--- config.mk ---
export PLATFORM = sky130hd
export DESIGN_NAME = acpi_pm_timer
export DESIGN_NICKNAME = d
export VERILOG_FILES = /design/src/rtl/pmt_pkg.sv /design/src/rtl/pmt_counter.sv /design/src/rtl/pmt_status.sv /design/src/rtl/pmt_bus_port.sv /design/src/rtl/acpi_pm_timer.sv
export SDC_FILE = /design/constraint.sdc
export NUM_CORES = 1
export LEC_CHECK = 0
export BUFFER_PORTS_ARGS = -buffer_cell sky130_fd_sc_hd__buf_4
export CAP_MARGIN = 20
export CORE_MARGIN = 1.5
export CORE_UTILIZATION = 45
export DETAILED_ROUTE_END_ITERATION = 10
export HOLD_SLACK_MARGIN = 0.02
export PLACE_DENSITY = 0.69
export REMOVE_ABC_BUFFERS = 1
export SETUP_SLACK_MARGIN = 0.4
export SYNTH_ARGS = -nofsm -noshare
export SYNTH_HDL_FRONTEND = slang
export SYNTH_SLANG_ARGS = --single-unit
--- constraint.sdc ---
create_clock -name clk -period 1.8 [get_ports clk]
set_input_delay 0.09 -clock clk [delete_from_list [all_inputs] [get_ports clk]]
set_output_delay 0.09 -clock clk [all_outputs]
set_load 0.05 [all_outputs]
--- src/rtl/pmt_pkg.sv ---
package pmt_pkg;

    localparam int unsigned BUS_W = 32;
    localparam int unsigned BE_W  = BUS_W / 8;

    typedef enum logic [1:0] {
        ACC_IDLE  = 2'd0,
        ACC_READ  = 2'd1,
        ACC_WRITE = 2'd2,
        ACC_BAD   = 2'd3
    } acc_kind_e;

    typedef struct packed {
        logic             ack;
        logic             err;
        logic [BUS_W-1:0] data;
    } bus_rsp_t;

    // Sort an incoming request: only full-word strobes are legal.
    function automatic acc_kind_e classify(input logic req, input logic we,
                                           input logic [BE_W-1:0] be);
        if (!req)
            return ACC_IDLE;
        else if (be != {BE_W{1'b1}})
            return ACC_BAD;
        else if (we)
            return ACC_WRITE;
        else
            return ACC_READ;
    endfunction

endpackage

--- src/rtl/pmt_counter.sv ---
module pmt_counter #(
    parameter int unsigned CNT_W = 24
) (
    input  logic             clk,
    input  logic             rst,
    input  logic             tick_en,
    output logic [CNT_W-1:0] cnt_o,
    output logic             evt_o
);
    localparam int unsigned     TOP = CNT_W - 1;
    localparam logic [CNT_W-1:0] ONE = {{(CNT_W-1){1'b0}}, 1'b1};

    logic [CNT_W-1:0] cnt_q;
    logic [CNT_W-1:0] cnt_nxt;
    logic             evt_q;

    assign cnt_nxt = cnt_q + ONE;

    always_ff @(posedge clk) begin
        if (rst) begin
            cnt_q <= '0;
            evt_q <= 1'b0;
        end else begin
            // top bit flips in either direction, wrap included
            evt_q <= tick_en & (cnt_nxt[TOP] ^ cnt_q[TOP]);
            if (tick_en)
                cnt_q <= cnt_nxt;
        end
    end

    assign cnt_o = cnt_q;
    assign evt_o = evt_q;
endmodule

--- src/rtl/pmt_status.sv ---
module pmt_status (
    input  logic clk,
    input  logic rst,
    input  logic evt_i,
    input  logic clr_i,
    output logic sts_o
);
    logic sts_q;

    always_ff @(posedge clk) begin
        if (rst)
            sts_q <= 1'b0;
        else if (evt_i)
            sts_q <= 1'b1;      // a new event beats a clear in the same cycle
        else if (clr_i)
            sts_q <= 1'b0;
    end

    assign sts_o = sts_q;
endmodule

--- src/rtl/pmt_bus_port.sv ---
module pmt_bus_port
    import pmt_pkg::*;
#(
    parameter int unsigned CNT_W = 24
) (
    input  logic             clk,
    input  logic             rst,
    input  logic             req_i,
    input  logic             we_i,
    input  logic [BE_W-1:0]  be_i,
    input  logic [CNT_W-1:0] cnt_i,
    output bus_rsp_t         rsp_o
);
    acc_kind_e kind;
    bus_rsp_t  rsp_q;

    assign kind = classify(req_i, we_i, be_i);

    always_ff @(posedge clk) begin
        if (rst) begin
            rsp_q <= '0;
        end else begin
            rsp_q.ack  <= (kind != ACC_IDLE);
            rsp_q.err  <= (kind == ACC_BAD);
            rsp_q.data <= (kind == ACC_READ) ? BUS_W'(cnt_i) : '0;
        end
    end

    assign rsp_o = rsp_q;
endmodule

--- src/rtl/acpi_pm_timer.sv ---
module acpi_pm_timer
    import pmt_pkg::*;
#(
    parameter int unsigned CNT_W = 24
) (
    input  logic        clk,
    input  logic        rst,
    input  logic        tick_en,
    input  logic        bus_req,
    input  logic        bus_we,
    input  logic [3:0]  bus_be,
    output logic        bus_ack,
    output logic        bus_err,
    output logic [31:0] bus_rdata,
    input  logic        tmr_en,
    input  logic        sts_clr,
    output logic        tmr_evt,
    output logic        tmr_sts,
    output logic        wake_req,
    output logic        sci_req
);
    logic [CNT_W-1:0] cnt_w;
    logic             evt_w;
    logic             sts_w;
    bus_rsp_t         rsp_w;

    pmt_counter #(.CNT_W(CNT_W)) u_cnt (
        .clk     (clk),
        .rst     (rst),
        .tick_en (tick_en),
        .cnt_o   (cnt_w),
        .evt_o   (evt_w)
    );

    pmt_status u_sts (
        .clk   (clk),
        .rst   (rst),
        .evt_i (evt_w),
        .clr_i (sts_clr),
        .sts_o (sts_w)
    );

    pmt_bus_port #(.CNT_W(CNT_W)) u_bus (
        .clk   (clk),
        .rst   (rst),
        .req_i (bus_req),
        .we_i  (bus_we),
        .be_i  (bus_be),
        .cnt_i (cnt_w),
        .rsp_o (rsp_w)
    );

    assign bus_ack   = rsp_w.ack;
    assign bus_err   = rsp_w.err;
    assign bus_rdata = rsp_w.data;
    assign tmr_evt   = evt_w;
    assign tmr_sts   = sts_w;
    assign wake_req  = evt_w & tmr_en;
    assign sci_req   = sts_w & tmr_en;
endmodule

==> impl_metrics.json, run 1 <==
{
  "layout_min_cycle_time_ps": 1550,
  "setup_tns_ps": 0,
  "drtIter0Drc": 51,
  "synth.avg_cell_area_um2": 9.94,
  "rsz0062_at_grt": "yes",
  "route.detailed.drc": 0,
  "std_cell_rows": 23,
  "synth_cell_type_count": 36,
  "htreeDepth": 2,
  "async_reset_ff_share_pct": 0,
  "dp_cells": 289,
  "required_ps": 2030,
  "avgRoutedWirePerCell_um": 13.3,
  "leakage_nw": 1.19,
  "dp.final_hpwl_um": 2610,
  "grt_pass1_vias": 1525,
  "synthTopCellsByArea": "dfxtp_1, and2_1, xor2_1",
  "initial_utilization_pct": 48.3,
  "ir_worst_vdd_mv": 0.393,
  "post-place-ws_ps": 135,
  "routed_wl_um": 4280,
  "ys_seq_area_share_pct": 52.4,
  "cp.arrival_ps": 1780,
  "fin_area_um2": 2800,
  "setup_violations": 0,
  "ys.flop_type": "dfxtp_1",
  "die_h_um": 69.5,
  "routabilityCongestion": 0.726,
  "overflow": 0,
  "fin_ws_ps": 247,
  "cp-end-kind": "flop",
  "synth_seq_cells": 52,
  "cts_root_buf": "clkbuf_8",
  "path_class": "reg -> reg",
  "ant_nets": 0,
  "cts_buffers": 5,
  "grt_pass1_wl_um": 7070,
  "syn2layout_area_growth_pct": 40.6,
  "syn_area_um2": 1990,
  "place_area_um2": 2330,
  "syn_inst": 200,
  "vias": 1624,
  "p_per_area_nw_per_um2": 732,
  "die_area_um2": 4830,
  "vias_per_cell": 5.06,
  "fin_cells": 321,
  "grt_max_degree": 30,
  "io_buffers": 40,
  "clock_sinks": 52,
  "fin_crit_sh_pct": 86.3,
  "cap_violations": 0,
  "clkTransAtPathRegs_ps": 90,
  "status": "finished, final reports clean",
  "clock_path_buffers": 2,
  "layout-drive-gt1-share_pct": 46.1,
  "yosysWarnings": 0,
  "nets": 282,
  "finalPower_mw": 2.04,
  "synth_edf_count": 0,
  "antenna_found_initial": 0,
  "core_um2": 4120,
  "clk_latency_ps": 300,
  "synth_top_area_cell": "dfxtp_1",
  "antenna_cells": 0,
  "cts_tree": "built",
  "finalHoldViolations": 0,
  "min_path_type": "in -> reg",
  "io_pins": 49,
  "critPathLaunchType": "flop",
  "firstDrtPassIters": 4,
  "path_max_fanout": 6,
  "fmax_mhz": 644,
  "synth_top_area_share_pct": 52.4,
  "drv_slew": 0,
  "clock_skew_ps": 5.59,
  "grtUsageTotal_pct": 18.1,
  "chipWidth_um": 69.5
}
per-stage QoR:
stage               utilization [%]  hold WS, ps
finish                         67.9         72.3
global route                   67.9          101
CTS                            65.1         73.9
detailed placement             56.5          283
global placement               56.5          278
floorplan                         -          159
where the power goes:
group          switching, mW  internal (mW)  leakage, nW
combinational         0.0758         0.0382        0.704
clock                  0.369          0.411       0.0541
sequential           0.00753           1.14        0.432
total                  0.452           1.59         1.19
Yosys cell counts, types with 2 or more instances:
cell type  instances
a21oi_1           10
and2_1            24
and4_1             2
and4_4             2
buf_2              2
buf_4             10
buf_6              2
clkbuf_1           3
dfxtp_1           52
inv_1              4
nand2_1            7
nand2b_1           2
nand3_1            6
nand4_1           10
nor2_1            17
nor4_1             4
o21ai_0            2
o31ai_1            6
or3_1              2
or4_1              6
xnor2_1            4
xor2_1             9
final cells by class:
class                      count  area [µm²]
multi-input combinational    135         967
clock inverter                 3        42.5
inverter                       4        15.0
sequential                    52        1090
fill                         311        1320
timing repair buffer          72         547
tap                           50        62.6
clock buffer                   5        68.8
path summary, 6_finish.rpt:
check                               startpoint  cells past startpoint  slack [ps]                      endpoint
setup / recovery  u_cnt.cnt_o[10]$_SDFFE_PP0P_                      4         250  u_cnt.cnt_o[20]$_SDFFE_PP0P_
hold / removal                         bus_req                      3          70    u_bus.rsp_o[33]$_SDFF_PP0_
setup reg to reg  u_cnt.cnt_o[10]$_SDFFE_PP0P_                      4         250  u_cnt.cnt_o[20]$_SDFFE_PP0P_
hold reg to reg   u_cnt.cnt_o[22]$_SDFFE_PP0P_                      2         490    u_bus.rsp_o[22]$_SDFF_PP0_
cells by family after synthesis:
family / count (synthesis) / share of synthesized area [%]
buffers and inverters: 21 / 6.73
multiplexers: 2 / 1.07
AO/OA/AOI/OAI: 19 / 5.73
AND/OR/NAND/NOR: 91 / 27.6
adder cells (fa/ha/maj): 1 / 0.629
XOR/XNOR: 13 / 5.73
flip-flops: 52 / 52.4
other: 1 / 0.189
routing by layer:
layer,wire (µm),vias to the layer above,GRT usage (%)
met5,0,-,0
met4,82,0,9.15
met3,158,9,3.49
met2,2090,39,29.7
met1,1940,756,22.5
li1,-,820,-
worst max-delay path, cell delays in order (launching register included):
cell     delay, ps
dfxtp_4        380
and4_4         280
nand4_4        140
or4_4          540
a21oi_2        150
timing repair:
| item | in CTS | in global routing |
|---|---|---|
| hold buffers | 1 | 0 |
| resized for setup | 36 | 17 |
| setup buffers | 16 | 6 |
| pin swaps | 11 | 15 |
| endpoints found under the hold margin | 2 | 0 |
| cloned | 1 | 0 |
| endpoints found under the setup margin | 12 | 13 |
cell usage in the layout, fill, tap and decap left out, types with 2 or more instances in the layout:
cell / Yosys / routed
xnor2_1: 4 / 3
xor2_1: 9 / 8
nand3_4: 0 / 2
nor4_1: 4 / 3
a21oi_1: 10 / 8
and2_1: 24 / 24
dfxtp_2: 0 / 8
nand2_1: 7 / 7
buf_4: 10 / 70
or4_4: 0 / 3
or4_1: 6 / 3
nor4_4: 0 / 2
inv_1: 4 / 4
dfxtp_1: 52 / 33
nand3_1: 6 / 4
nand2b_1: 2 / 2
conb_1: 1 / 8
o31ai_1: 6 / 5
a21oi_2: 0 / 2
dfxtp_4: 0 / 11
clkbuf_8: 0 / 5
and4_4: 2 / 4
nand4_1: 10 / 10
o21ai_0: 2 / 2
nor2_1: 17 / 17
state kept, by name, summed over array words and instances, names as in the netlist:
register,count
u_cnt.cnt_o,24
u_cnt.evt_o,1
u_sts.sts_o,1
u_bus.rsp_o,26
Power figures use the tool's default switching activity.
==> inputs of run 2 (changes only) <==
--- a/config.mk
+++ b/config.mk
@@ -12,6 +12,7 @@
 export DETAILED_ROUTE_END_ITERATION = 10
 export HOLD_SLACK_MARGIN = 0.02
 export PLACE_DENSITY = 0.69
+export RECOVER_POWER = 100
 export REMOVE_ABC_BUFFERS = 1
 export SETUP_SLACK_MARGIN = 0.4
 export SYNTH_ARGS = -nofsm -noshare
==> run 2 against run 1 <==
Compared with the run above: total power fell by 0.47%; die area did not move; setup slack got worse by 41 ps; sequential cell count did not move; clock skew barely moved; cell count did not move; wire length rose by 0.14%; largest cell class unchanged.
==> impl_metrics.json, run 2 (synthesis gave the netlist of run 1 again) <==
{
  "grt_pass1_vias": 1525,
  "die_area_um2": 4830,
  "hp-start": "bus_req",
  "setup_violations": 0,
  "critPathLaunchType": "flop",
  "r2r_start": "u_cnt.cnt_o[0]$_SDFFE_PP0P_",
  "htreeDepth": 2,
  "antenna_found_initial": 0,
  "path_class": "reg -> reg",
  "avgRoutedWirePerCell_um": 13.3,
  "ir_worst_vdd_mv": 0.402,
  "overflow": 0,
  "io_pins": 49,
  "cp-end-kind": "flop",
  "routed_wl_um": 4280,
  "leakage_nw": 0.994,
  "firstDrtPassIters": 4,
  "grtUsageTotal_pct": 18.1,
  "whs_ps": 73.2,
  "dp.final_hpwl_um": 2610,
  "chipWidth_um": 69.5,
  "clock_skew_ps": 6.06,
  "route.detailed.drc": 0,
  "rsz0062_at_grt": "yes",
  "fin_crit_sh_pct": 88.6,
  "routabilityCongestion": 0.726,
  "syn2layout_area_growth_pct": 30.2,
  "path_max_fanout": 8,
  "final_common_cell": "clkbuf_1",
  "nets": 282,
  "layout_min_cycle_time_ps": 1590,
  "required_ps": 2020,
  "layout-drive-gt1-share_pct": 27.7,
  "fin_util_pct": 62.9,
  "grt_pass1_wl_um": 7070,
  "place_area_um2": 2330,
  "clock_path_buffers": 2,
  "vias": 1647,
  "core_um2": 4120,
  "clkTransAtPathRegs_ps": 90,
  "vias_per_cell": 5.13,
  "antenna_cells": 0,
  "finalHoldViolations": 0,
  "cts_root_buf": "clkbuf_8",
  "startpoint": "u_cnt.cnt_o[0]$_SDFFE_PP0P_",
  "cap_violations": 0,
  "tightest_slew_ps": 615,
  "slew_headroom_pct": 59.2,
  "cts_tree": "built",
  "grt_max_degree": 30,
  "fin_area_um2": 2590,
  "layout_common_cells": "clkbuf_1, dfxtp_1, buf_4",
  "fmax_mhz": 627,
  "clk_latency_ps": 300,
  "io_buffers": 40,
  "dp_cells": 289,
  "cts_buffers": 5,
  "fin_cells": 321,
  "p_per_area_nw_per_um2": 786,
  "setup_tns_ps": 0,
  "drtIter0Drc": 49,
  "ant_nets": 0,
  "largest_reg_flops": 26,
  "clock_sinks": 52,
  "fillCellCount": 368,
  "initial_utilization_pct": 48.3,
  "die_h_um": 69.5,
  "drv_slew": 0,
  "status": "finished, final reports clean",
  "cp.arrival_ps": 1820,
  "std_cell_rows": 23,
  "min_path_type": "in -> reg"
}
## run 2: critical path, cell delays in order (launching register included)
cell and delay (ps):
dfxtp_1 360, ha_1 200, and3_1 230, nand3_4 120, or4_4 420, a21oi_1 180
## run 2: power by group
part,internal (mW),switching (mW)
registers,1.14,0.00518
clock network,0.411,0.370
logic,0.0307,0.0750
total,1.58,0.450
## run 2: layout make-up
| class | instances | area, µm² | share of cell area, % |
|---|---|---|---|
| timing repair buffer | 72 | 404 | 15.6 |
| tap | 50 | 62.6 | 2.42 |
| clock inverter | 3 | 42.5 | 1.64 |
| multi-input combinational | 135 | 910 | 35.1 |
| sequential | 52 | 1090 | 42.0 |
| clock buffer | 5 | 68.8 | 2.66 |
| inverter | 4 | 15.0 | 0.580 |
## run 2: repair_timing
action                                  CTS  global route
gates cloned                              1             0
buffers inserted                         16             6
pin swaps                                11            15
endpoints found under the setup margin   12            13
hold buffers                              1             0
hold endpoints to repair                  2             0
gates resized for setup                  36            17
## run 2: per-layer routing
metal,up-vias,wire length [µm],global-route usage (%)
met2,47,2080,29.7
li1,820,-,-
met3,11,202,3.49
met5,-,0,0
met4,0,96,9.15
met1,769,1910,22.5
## run 2: metrics by stage
step	setup WS (ps)	total power, mW
6_report	206	2.04
3_3_place_gp	168	1.28
4_1_cts	280	2.07
2_1_floorplan	213	1.25
5_1_grt	96.5	2.11
3_5_place_dp	135	1.29
## run 2: worst paths after layout
kind                                        to  slack [ps]  depth (start not counted)
setup / recovery  u_cnt.cnt_o[20]$_SDFFE_PP0P_         210                          5
hold / removal      u_bus.rsp_o[33]$_SDFF_PP0_          70                          3
setup reg to reg  u_cnt.cnt_o[20]$_SDFFE_PP0P_         210                          5
hold reg to reg     u_bus.rsp_o[22]$_SDFF_PP0_         480                          2
